<file path="src/rtl/nim_pkg.sv">
package nim_pkg;

  // cause bits decoded by the host driver
  localparam int TXDW_BIT = 0;
  localparam int RXT_BIT  = 7;

  // control port selects
  typedef enum logic [2:0] {
    SEL_MASK = 3'd0,
    SEL_CLR  = 3'd1,
    SEL_RXD  = 3'd2,
    SEL_RXA  = 3'd3,
    SEL_TXD  = 3'd4,
    SEL_TXA  = 3'd5,
    SEL_THR  = 3'd6
  } cfg_sel_e;

  // two directions, each with a delay and an absolute timer
  localparam int NPAIR = 2;
  localparam int NTMR  = 2 * NPAIR;

endpackage

</file>
<file path="src/rtl/nim_timer.sv">
module nim_timer #(
  parameter int TW      = 16,
  parameter bit RESTART = 1'b1
) (
  input  logic          clk,
  input  logic          rst,
  input  logic          tick_i,
  input  logic          arm_i,
  input  logic          stop_i,
  input  logic [TW-1:0] limit_i,
  output logic          fire_o
);

  logic          run_q;
  logic [TW-1:0] cnt_q;
  logic          load;

  assign fire_o = run_q && tick_i && (cnt_q == TW'(1));
  assign load   = arm_i && (limit_i != '0) && (RESTART || !run_q);

  always_ff @(posedge clk) begin
    if (rst) begin
      run_q <= 1'b0;
      cnt_q <= '0;
    end else if (stop_i) begin
      run_q <= 1'b0;
    end else if (load) begin
      run_q <= 1'b1;
      cnt_q <= limit_i;
    end else if (run_q && tick_i) begin
      cnt_q <= cnt_q - TW'(1);
    end
  end


  stop_after_fire_chk: assert property (@(posedge clk) disable iff (rst)
    fire_o |=> !run_q);


  zero_limit_idle_chk: assert property (@(posedge clk) disable iff (rst)
    (!run_q && limit_i == '0) |=> !run_q);

endmodule

</file>
<file path="src/rtl/nim_throttle.sv">
module nim_throttle #(
  parameter int TW = 16
) (
  input  logic          clk,
  input  logic          rst,
  input  logic          tick_i,
  input  logic          start_i,
  input  logic [TW-1:0] limit_i,
  output logic          idle_o
);

  logic [TW-1:0] cnt_q;

  assign idle_o = (cnt_q == '0);

  always_ff @(posedge clk) begin
    if (rst)
      cnt_q <= '0;
    else if (start_i)
      cnt_q <= limit_i;
    else if (!idle_o && tick_i)
      cnt_q <= cnt_q - TW'(1);
  end


  busy_without_tick_chk: assert property (@(posedge clk) disable iff (rst)
    (!idle_o && !tick_i && !start_i) |=> !idle_o);

endmodule

</file>
<file path="src/rtl/nim_cause.sv">
module nim_cause #(
  parameter int CW = 8
) (
  input  logic          clk,
  input  logic          rst,
  input  logic [CW-1:0] post_i,
  input  logic [CW-1:0] clr_i,
  input  logic          rdclr_i,
  input  logic          mask_we_i,
  input  logic [CW-1:0] mask_i,
  input  logic          thr_idle_i,
  input  logic          imm_i,
  output logic [CW-1:0] cause_o,
  output logic          irq_o,
  output logic          rise_o
);

  logic [CW-1:0] cause_q, mask_q, cause_n, mask_n;
  logic          irq_q, irq_n, any_pend;

  always_comb begin
    cause_n  = (rdclr_i ? '0 : (cause_q & ~clr_i)) | post_i;
    mask_n   = mask_we_i ? mask_i : mask_q;
    any_pend = |(cause_n & mask_n);
    irq_n    = irq_q ? any_pend : (any_pend && (thr_idle_i || imm_i));
  end

  assign rise_o  = !irq_q && irq_n;
  assign cause_o = cause_q;
  assign irq_o   = irq_q;

  always_ff @(posedge clk) begin
    if (rst) begin
      cause_q <= '0;
      mask_q  <= '0;
      irq_q   <= 1'b0;
    end else begin
      cause_q <= cause_n;
      mask_q  <= mask_n;
      irq_q   <= irq_n;
    end
  end


  rise_gated_chk: assert property (@(posedge clk) disable iff (rst)
    $rose(irq_q) |-> $past(thr_idle_i || imm_i));


  line_has_cause_chk: assert property (@(posedge clk) disable iff (rst)
    irq_q |-> ((cause_q & mask_q) != '0));


  post_lands_chk: assert property (@(posedge clk) disable iff (rst)
    (post_i != '0) |=> ((cause_q & $past(post_i)) == $past(post_i)));

endmodule

</file>
<file path="src/rtl/nic_irq_moderator.sv">
module nic_irq_moderator #(
  parameter int CW = 8,
  parameter int DW = 16,
  parameter int TW = 16
) (
  input  logic          clk,
  input  logic          rst,
  input  logic          tick_i,
  input  logic          rx_pkt_i,
  input  logic          tx_pkt_i,
  input  logic          tx_wb_done_i,
  input  logic [CW-1:0] cause_post_i,
  input  logic          cause_rd_i,
  input  logic          cfg_we_i,
  input  logic [2:0]    cfg_sel_i,
  input  logic [DW-1:0] cfg_data_i,
  output logic          irq_o,
  output logic          rx_flush_o,
  output logic          tx_flush_o,
  output logic [CW-1:0] cause_o
);
  import nim_pkg::*;

  localparam int LW = (TW < DW) ? TW : DW;

  logic [TW-1:0]    lim_q [NTMR];
  logic [TW-1:0]    thr_lim_q;
  logic [NTMR-1:0]  fire;
  logic [NPAIR-1:0] pair_fire, pair_arm;
  logic [CW-1:0]    post, clr;
  logic             mask_we, thr_idle, rise, rx_fl_q, tx_fl_q;
  logic [TW-1:0]    wdata;

  assign wdata = TW'(cfg_data_i[LW-1:0]);

  always_ff @(posedge clk) begin
    if (rst) begin
      for (int i = 0; i < NTMR; i++) lim_q[i] <= '0;
      thr_lim_q <= '0;
    end else if (cfg_we_i) begin
      case (cfg_sel_e'(cfg_sel_i))
        SEL_RXD: lim_q[0] <= wdata;
        SEL_RXA: lim_q[1] <= wdata;
        SEL_TXD: lim_q[2] <= wdata;
        SEL_TXA: lim_q[3] <= wdata;
        SEL_THR: thr_lim_q <= wdata;
        default: ;
      endcase
    end
  end

  assign pair_arm = {tx_pkt_i, rx_pkt_i};

  genvar g;
  generate
    for (g = 0; g < NPAIR; g++) begin : g_pair
      assign pair_fire[g] = fire[2*g] | fire[2*g+1];
    end
    for (g = 0; g < NTMR; g++) begin : g_tmr
      nim_timer #(.TW(TW), .RESTART((g % 2) == 0)) u_tmr (
        .clk     (clk),
        .rst     (rst),
        .tick_i  (tick_i),
        .arm_i   (pair_arm[g/2]),
        .stop_i  (pair_fire[g/2]),
        .limit_i (lim_q[g]),
        .fire_o  (fire[g])
      );
    end
  endgenerate

  always_comb begin
    post = cause_post_i;
    if (tx_wb_done_i) post[TXDW_BIT] = 1'b1;
    if (pair_fire[0]) post[RXT_BIT]  = 1'b1;
    if (pair_fire[1]) post[TXDW_BIT] = 1'b1;
  end

  assign mask_we = cfg_we_i && (cfg_sel_e'(cfg_sel_i) == SEL_MASK);
  assign clr     = (cfg_we_i && (cfg_sel_e'(cfg_sel_i) == SEL_CLR)) ? cfg_data_i[CW-1:0] : '0;

  nim_throttle #(.TW(TW)) u_thr (
    .clk     (clk),
    .rst     (rst),
    .tick_i  (tick_i),
    .start_i (rise),
    .limit_i (thr_lim_q),
    .idle_o  (thr_idle)
  );

  nim_cause #(.CW(CW)) u_cause (
    .clk        (clk),
    .rst        (rst),
    .post_i     (post),
    .clr_i      (clr),
    .rdclr_i    (cause_rd_i),
    .mask_we_i  (mask_we),
    .mask_i     (cfg_data_i[CW-1:0]),
    .thr_idle_i (thr_idle),
    .imm_i      (|pair_fire),
    .cause_o    (cause_o),
    .irq_o      (irq_o),
    .rise_o     (rise)
  );

  always_ff @(posedge clk) begin
    if (rst) begin
      rx_fl_q <= 1'b0;
      tx_fl_q <= 1'b0;
    end else begin
      rx_fl_q <= pair_fire[0];
      tx_fl_q <= pair_fire[1];
    end
  end

  assign rx_flush_o = rx_fl_q;
  assign tx_flush_o = tx_fl_q;


  rx_flush_cause_chk: assert property (@(posedge clk) disable iff (rst)
    rx_flush_o |-> cause_o[RXT_BIT]);


  tx_flush_cause_chk: assert property (@(posedge clk) disable iff (rst)
    tx_flush_o |-> cause_o[TXDW_BIT]);


  flush_pulse_chk: assert property (@(posedge clk) disable iff (rst)
    rx_flush_o |=> !rx_flush_o);

endmodule

</file>
<file path="config.mk">
export PLATFORM = sky130hd
export DESIGN_NAME = nic_irq_moderator
export DESIGN_NICKNAME = d
export VERILOG_FILES = /design/src/rtl/nim_pkg.sv /design/src/rtl/nim_timer.sv /design/src/rtl/nim_throttle.sv /design/src/rtl/nim_cause.sv /design/src/rtl/nic_irq_moderator.sv
export SDC_FILE = /design/constraint.sdc
export NUM_CORES = 1
export LEC_CHECK = 0
export ABC_AREA = 0
export BUFFER_PORTS_ARGS = -buffer_cell sky130_fd_sc_hd__buf_2
export CELL_PAD_IN_SITES_DETAIL_PLACEMENT = 1
export CELL_PAD_IN_SITES_GLOBAL_PLACEMENT = 1
export CORE_UTILIZATION = 51
export DETAILED_ROUTE_END_ITERATION = 16
export HOLD_SLACK_MARGIN = 0.03
export PLACE_DENSITY = 0.91
export SLEW_MARGIN = 25
export SYNTH_ARGS = -nofsm -noshare
export SYNTH_HDL_FRONTEND = slang
export SYNTH_SLANG_ARGS = --single-unit
</file>
<file path="constraint.sdc">
create_clock -name clk -period 6.8 [get_ports clk]
set_input_delay 0.68 -clock clk [delete_from_list [all_inputs] [get_ports clk]]
set_output_delay 0.68 -clock clk [all_outputs]
set_load 0.02 [all_outputs]
</file>
# [Word level (Yosys, flattened, before mapping)]
# Memories as Yosys holds them, arrays and structs flattened.
# Cells that the tools add are included.
[word_totals] register_bits=119 ram_bits=64 input_bits=35 out_inout_bits=11 word_cells=126 n_memories=1
[classes] addsub=5 eq_ne=10 muxes=39 n_bitwise=12 n_reduce_logical=44
[mem_list] name="lim_q" words=4 width=16 rd=4 rd_ports_with_merged_regs=0 wr=4 line_no="nic_irq_moderator.sv:26" text="logic [TW-1:0] lim_q [NTMR];"
[op_table] op="$mux 16" n=14
[op_table] op="$sub 16x1->16 const B" n=5
[op_table] op="$eq 16x1->1 const B" n=4
[op_table] op="$reduce_bool 16->1" n=4
[op_table] op="$mux 8" n=3
[op_table] op="$mux 1" n=22
[op_table] op="$logic_and 1x1->1" n=19
[op_table] op="$and 8x8->8" n=2
[op_table] op="$logic_not 16->1" n=1
[op_table] op="$reduce_and 2->1" n=5
[op_table] op="$reduce_bool 2->1" n=5
[op_table] op="$eq 3x3->1 const B" n=3
[op_table] op="$not 8->8" n=1
[op_table] op="$or 8x8->8" n=1
[op_table] op="$reduce_or 8->1" n=1
[op_table] op="$eq 3x2->1 const B" n=2
[op_table] op="$or 1x1->1" n=6
[op_table] op="$reduce_or 2->1" n=3
[op_table] op="$logic_not 1->1" n=4
[op_table] op="$eq 3x1->1 const B" n=1
[op_table] op="$logic_not 3->1" n=1
[op_table] op="$not 1->1" n=2
[op_table] op="$logic_or 1x1->1" n=1

# [Longest topological paths before layout]
[depth] depth_word=13 ltp_mapped=11 mapped_depth_nobuf=8

# [Hierarchy]
# Synthesis repeated with hierarchy kept, for this count alone.
[hier_totals] hier_cells=1001 hier_area_um2=9710.6
[modules_own_cells] module="nic_irq_moderator" n_inst=1 cells_each=245 area_per_inst_um2=3479.6 seq_area_each_um2=2282.2
[modules_own_cells] module="nim_timer at g_tmr[1].u_tmr ..." n_inst=2 cells_each=138 area_per_inst_um2=1166.1 seq_area_each_um2=340.3
[modules_own_cells] module="nim_timer at g_tmr[2].u_tmr" n_inst=1 cells_each=148 area_per_inst_um2=1133.6 seq_area_each_um2=340.3
[modules_own_cells] module="nim_timer at g_tmr[0].u_tmr" n_inst=1 cells_each=145 area_per_inst_um2=1128.6 seq_area_each_um2=340.3
[modules_own_cells] module="nim_throttle" n_inst=1 cells_each=114 area_per_inst_um2=944.7 seq_area_each_um2=320.3
[modules_own_cells] module="nim_cause" n_inst=1 cells_each=73 area_per_inst_um2=691.9 seq_area_each_um2=340.3

# [Worst setup path before layout]
# Ideal clock, no wire load.
[synth_path] path_type="input to register" startpoint="input cfg_sel_i[1]" endpoint="register u_thr.cnt_q[11]" setup_time_ns=0.121 arrival_time_ns=2.759 t_required_ns=6.679 setup_slack_ns=3.920 path_stages=8 n_path_buf=2 cell_sequence="nor4b_1 buf_2 mux2i_1 o21bai_1 nor4bb_1 a311oi_4 buf_6 mux2_4"
[synth_between] elab_chain_cells=13 elab_cells_between_ends=17 cone_classes="1 x eq/ne; 5 x mux; 4 x bitwise; 7 x reduce/logical"
[synth_rtl] item="start, declared" line_no="nic_irq_moderator.sv:15" text="input logic [2:0] cfg_sel_i,"
[synth_rtl] item="$eq 3x1->1" line_no="nic_irq_moderator.sv:80" text="assign clr = (cfg_we_i && (cfg_sel_e'(cfg_sel_i) == SEL_CLR)) ? cfg_data_i[CW-1:0] : '0;"
[synth_rtl] item="$logic_and 1x1->1" line_no="nic_irq_moderator.sv:80"
[synth_rtl] item="$mux 8" line_no="nic_irq_moderator.sv:80"
[synth_rtl] item="$not 8->8" line_no="nim_cause.sv:22" text="cause_n = (rdclr_i ? '0 : (cause_q & ~clr_i)) | post_i;"
[synth_rtl] item="$and 8x8->8" line_no="nim_cause.sv:22"
[synth_rtl] item="$mux 8" line_no="nim_cause.sv:22"
[synth_rtl] item="$or 8x8->8" line_no="nim_cause.sv:22"
[synth_rtl] item="$and 8x8->8 *" line_no="nim_cause.sv:24" text="any_pend = |(cause_n & mask_n);"
[synth_rtl] item="$reduce_or 8->1 *" line_no="nim_cause.sv:24"
[synth_rtl] item="$logic_and 1x1->1" line_no="nim_cause.sv:25" text="irq_n = irq_q ? any_pend : (any_pend && (thr_idle_i || imm_i));"
[synth_rtl] item="$mux 1 *" line_no="nim_cause.sv:25"
[synth_rtl] item="$logic_and 1x1->1 *" line_no="nim_cause.sv:28" text="assign rise_o = !irq_q && irq_n;"
[synth_rtl] item="$mux 16 / $reduce_bool 2->1 (equally long branches)"
[synth_rtl] item="end signal, assigned" line_no="nim_throttle.sv:20" text="cnt_q <= limit_i;"
[synth_rtl] item="end signal, assigned" line_no="nim_throttle.sv:22" text="cnt_q <= cnt_q - TW'(1);"
[synth_rtl] item="end, declared" line_no="nim_throttle.sv:12" text="logic [TW-1:0] cnt_q;"
# Mark *: on every way between the ends. The rest lies on a longest branch, timed or not.
# A chain may end at the register's enable or synchronous reset.

# [Final worst setup path]
[layout_path] startpoint="register g_tmr[0].u_tmr.cnt_q[2]" endpoint="register u_thr.cnt_q[15]"
[layout_between] elab_chain_cells=11 elab_cells_between_ends=14 cone_classes="1 x eq/ne; 3 x mux; 3 x bitwise; 7 x reduce/logical"
[layout_rtl] item="start, declared" line_no="nim_timer.sv:15" text="logic [TW-1:0] cnt_q;"
[layout_rtl] item="start signal, assigned" line_no="nim_timer.sv:29" text="cnt_q <= limit_i;"
[layout_rtl] item="start signal, assigned" line_no="nim_timer.sv:31" text="cnt_q <= cnt_q - TW'(1);"
[layout_rtl] item="$eq 16x1->1 *" line_no="nim_timer.sv:18" text="assign fire_o = run_q && tick_i && (cnt_q == TW'(1));"
[layout_rtl] item="$logic_and 1x1->1 *" line_no="nim_timer.sv:18"
[layout_rtl] item="$or 1x1->1 *" line_no="nic_irq_moderator.sv:57" text="assign pair_fire[g] = fire[2*g] | fire[2*g+1];"
[layout_rtl] item="$mux 1" line_no="nic_irq_moderator.sv:75" text="if (pair_fire[0]) post[RXT_BIT] = 1'b1;"
[layout_rtl] item="$or 8x8->8" line_no="nim_cause.sv:22"
[layout_rtl] item="$and 8x8->8" line_no="nim_cause.sv:24"
[layout_rtl] item="$reduce_or 8->1" line_no="nim_cause.sv:24"
[layout_rtl] item="$logic_and 1x1->1" line_no="nim_cause.sv:25"
[layout_rtl] item="$mux 1 *" line_no="nim_cause.sv:25"
[layout_rtl] item="$logic_and 1x1->1 *" line_no="nim_cause.sv:28"
[layout_rtl] item="$mux 16 / $reduce_bool 2->1 (equally long branches)"
# Marked as above.

==> results_dict.tcl <==
set metrics [dict create \
    synth_adder_area_share 0.01362 \
    routedWlPerCell_um 23.38 \
    first_pass_iters 5 \
    synthDistinctLibCells 65 \
    synth.top_cells.by_area "dfxtp_1 26%, edfxtp_1 21%, a21oi_1 5.5%" \
    hold_start "thr_lim_q[1]$_SDFFE_PP0P_" \
    avgSynthCellArea_um2 8.669 \
    worst_pin_slew_ps 968.2 \
    antenna_left 0 \
    cts_hold_buf 0 \
    numCtsBuffers 17 \
    fmax_ghz 0.2861 \
    ios 46 \
    grt_pass1_wl_mm 47.46 \
    postCtsSetupRepairBufs 0 \
    grt.busiest_layer "met2" \
    yosys_warnings 0 \
    slew_viol_final 0 \
    ff2ff_path_depth 7 \
    switchingPower_uw 1185 \
    r2r-start "g_tmr[0].u_tmr.cnt_q[2]$_SDFFE_PP0P_" \
    use_met3 0.07047 \
    synth_top_area_frac 0.2593 \
    seq_power_share 0.412 \
    placed_area_um2 9609 \
    clkPwrFrac 0.319 \
    worstHoldPathCells 2 \
    min_period_ps 3495 \
    chipWidth_um 136.2 \
    relSlewSlack 0.3545 \
    async_flop_share 0 \
    yosysMostFrequentCell "nand2_1" \
    cts.reportedPaths.clkPinSlew_ps 70 \
    n_antenna_cell 0 \
    finalSetupViolCount 0 \
    wirelength_mm 30.88 \
    dp_hpwl_mm 18.47 \
    power.internal_uw 2140 \
    antenna_found_initial 1 \
    peakVddDrop_mv 0.2630 \
    ff2ff_setup_slack_ps 3310 \
    synth_top_family_by_area "simple AND/OR/NAND/NOR gates" \
    cts_resized 0 \
    timing.final.crit_share 0.5140 \
    initial_core_util 0.5276 \
    min_to "thr_lim_q[1]$_SDFFE_PP0P_" \
    place.gp.congestion 0.8189 \
    ys_seq_area_frac 0.4684 \
    tritoncts "built" \
    chipHeight_um 136.2 \
    grt_pass1_vias 8734 \
    cts_root_buf "clkbuf_16" \
    numPortBuffers 45 \
    crit_fanout 11 \
    fp-row-count 48 \
    grt_overflow 0 \
    postSynthCellCount 1060 \
    syn-num-nets 1105 \
    max-cap-violations 0 \
    synth_compound_area_frac 0.1834 \
    clk_latency_ps 440 \
    synthesis.area_um2 9189 \
    synthXorXnorAreaFrac 0.009532 \
    synth-simple-area-share 0.2597 \
    yosys-top-cells-count "133 x nand2_1, 119 x dfxtp_1, 106 x nor2_1, 101 x a21oi_1, 78 x o21ai_0" \
    die_area_um2 18560 \
    grtUsageTotal 0.3401 \
    finalWorstSetupSlack_ps 3305 \
    core_um2 17420 \
    p_leak_uw 0.003772 \
    rsz0062_at_grt "false" \
    outcome "completed" \
    met2_usage 0.5609 \
    p_sw_frac 0.3564 \
    area_growth_pct 11.44 \
    hold_viol 0 \
    path_class "flop to flop" \
    nets 1128 \
    drive_gt1_frac 0.1141 \
    synth-main-ff-cell "dfxtp_1" \
    critical_path_arrival_ps 3820 \
    synth_edf_count 64 \
    start_kind "flop" \
    cts.sinks 183 \
    ys_seq_elements 183 \
    drtIter0Drc 791 \
    vias 8605 \
    worstHoldPathType "flop to flop" \
    grt_max_degree 80 \
    met1_usage 0.4237 \
    cp_data_required_time_ps 7120 \
    preCtsSetupSlack_ps 2820 \
    combPwrFrac 0.269 \
    synthMuxAreaShare 0.03145 \
    yosys.area.top_type "dfxtp_1" \
    critPathLaunch "g_tmr[0].u_tmr.cnt_q[2]$_SDFFE_PP0P_" \
    final_design_area_no_fill_um2 10240 \
    cts_htree_levels 4 \
    crit_path_end_kind "flop" \
    timing.rr.end "u_thr.cnt_q[15]$_SDFFE_PP0P_" \
    viasPerCell 6.514 \
    drcViolationCount 0 \
    finalSetupTns_ps 0 \
    power.density_nw_per_um2 324.8 \
    fin_skew_ps 11.02 \
    clockBufferDepth 2 \
]
[power by group through the flow]
stage	logic, µW	registers [µW]	clock network, µW
after floorplan	636	1350	0
after global placement	796	1370	0
after detailed placement	831	1380	0
after CTS	873	1360	1060
after global routing	973	1380	1100
final	896	1370	1060
[state kept, by name, indices dropped and copies added, names as in the netlist]
| name | count |
|---|---|
| u_cause.irq_o | 1 |
| g_tmr.u_tmr.run_q | 4 |
| u_cause.cause_o | 8 |
| g_tmr.u_tmr.cnt_q | 64 |
| rx_flush_o | 1 |
| lim_q | 64 |
| u_cause.mask_q | 8 |
| tx_flush_o | 1 |
| thr_lim_q | 16 |
| u_thr.cnt_q | 16 |
[area by class of cell]
class | instances | area (µm²)
clock buffer | 17 | 425.4
timing repair buffer | 58 | 329.1
sequential | 183 | 4304
inverter | 25 | 93.84
fill | 2051 | 7177
tap | 225 | 281.5
multi-input combinational | 798 | 4621
clock inverter | 15 | 185.2
[routing by layer]
layer	up-vias	share of wire
li1	3844	-
met1	4252	0.41
met2	407	0.48
met3	102	0.071
met4	0	0.039
met5	-	0
[worst max-delay path, cell delays in order, from the launching register on]
cell and delay (ps):
dfxtp_1 360, nor4_1 780, nand4_1 160, nor2_1 650
o31ai_2 220, a311oi_4 590, buf_6 260, mux2_2 350
[kinds of logic (layout without fill, tap and decap cells)]
logic type | Yosys count | count (layout)
mux | 25 | 25
flops | 183 | 183
fa+ha+maj | 10 | 10
xor+xnor | 10 | 10
compound gates | 275 | 275
buf+inv | 79 | 115
simple gates | 478 | 478
[worst max-delay path by stage]
| stage | to | slack [ps] |
|---|---|---|
| 5_1_grt | u_thr.cnt_q[15]$_SDFFE_PP0P_ | 3230 |
| 4_1_cts | u_thr.cnt_q[15]$_SDFFE_PP0P_ | 3170 |
| 3_3_place_gp | u_thr.cnt_q[13]$_SDFFE_PP0P_ | 3000 |
| 6_report | u_thr.cnt_q[15]$_SDFFE_PP0P_ | 3310 |
| 2_1_floorplan | u_thr.cnt_q[11]$_SDFFE_PP0P_ | 3920 |
| 3_5_place_dp | u_thr.cnt_q[13]$_SDFFE_PP0P_ | 2820 |
[through the flow]
stage	total power, µW	hold WS [ps]	utilization	std cells
after global placement	2168	438.0	0.5517	1288
after CTS	3296	464.5	0.5868	1320
after global routing	3453	481.6	0.5879	1321
after floorplan	1986	431.8	-	1060
after detailed placement	2211	452.2	0.5517	1288
final	3326	466.5	0.5879	1321
[layout by cell type, fill, tap and decap left out, drive strengths merged, types with 13 or more instances in the layout]
master / count
a21oi: 101
and2: 74
buf: 58
clkbuf: 17
dfxtp: 119
edfxtp: 64
inv: 34
mux2: 13
nand2: 133
nand2b: 14
nand3: 14
nor2: 106
nor2b: 19
nor3: 43
nor4: 26
o21ai: 79
or3: 13
Note: power is estimated with default switching activity, not from simulation.
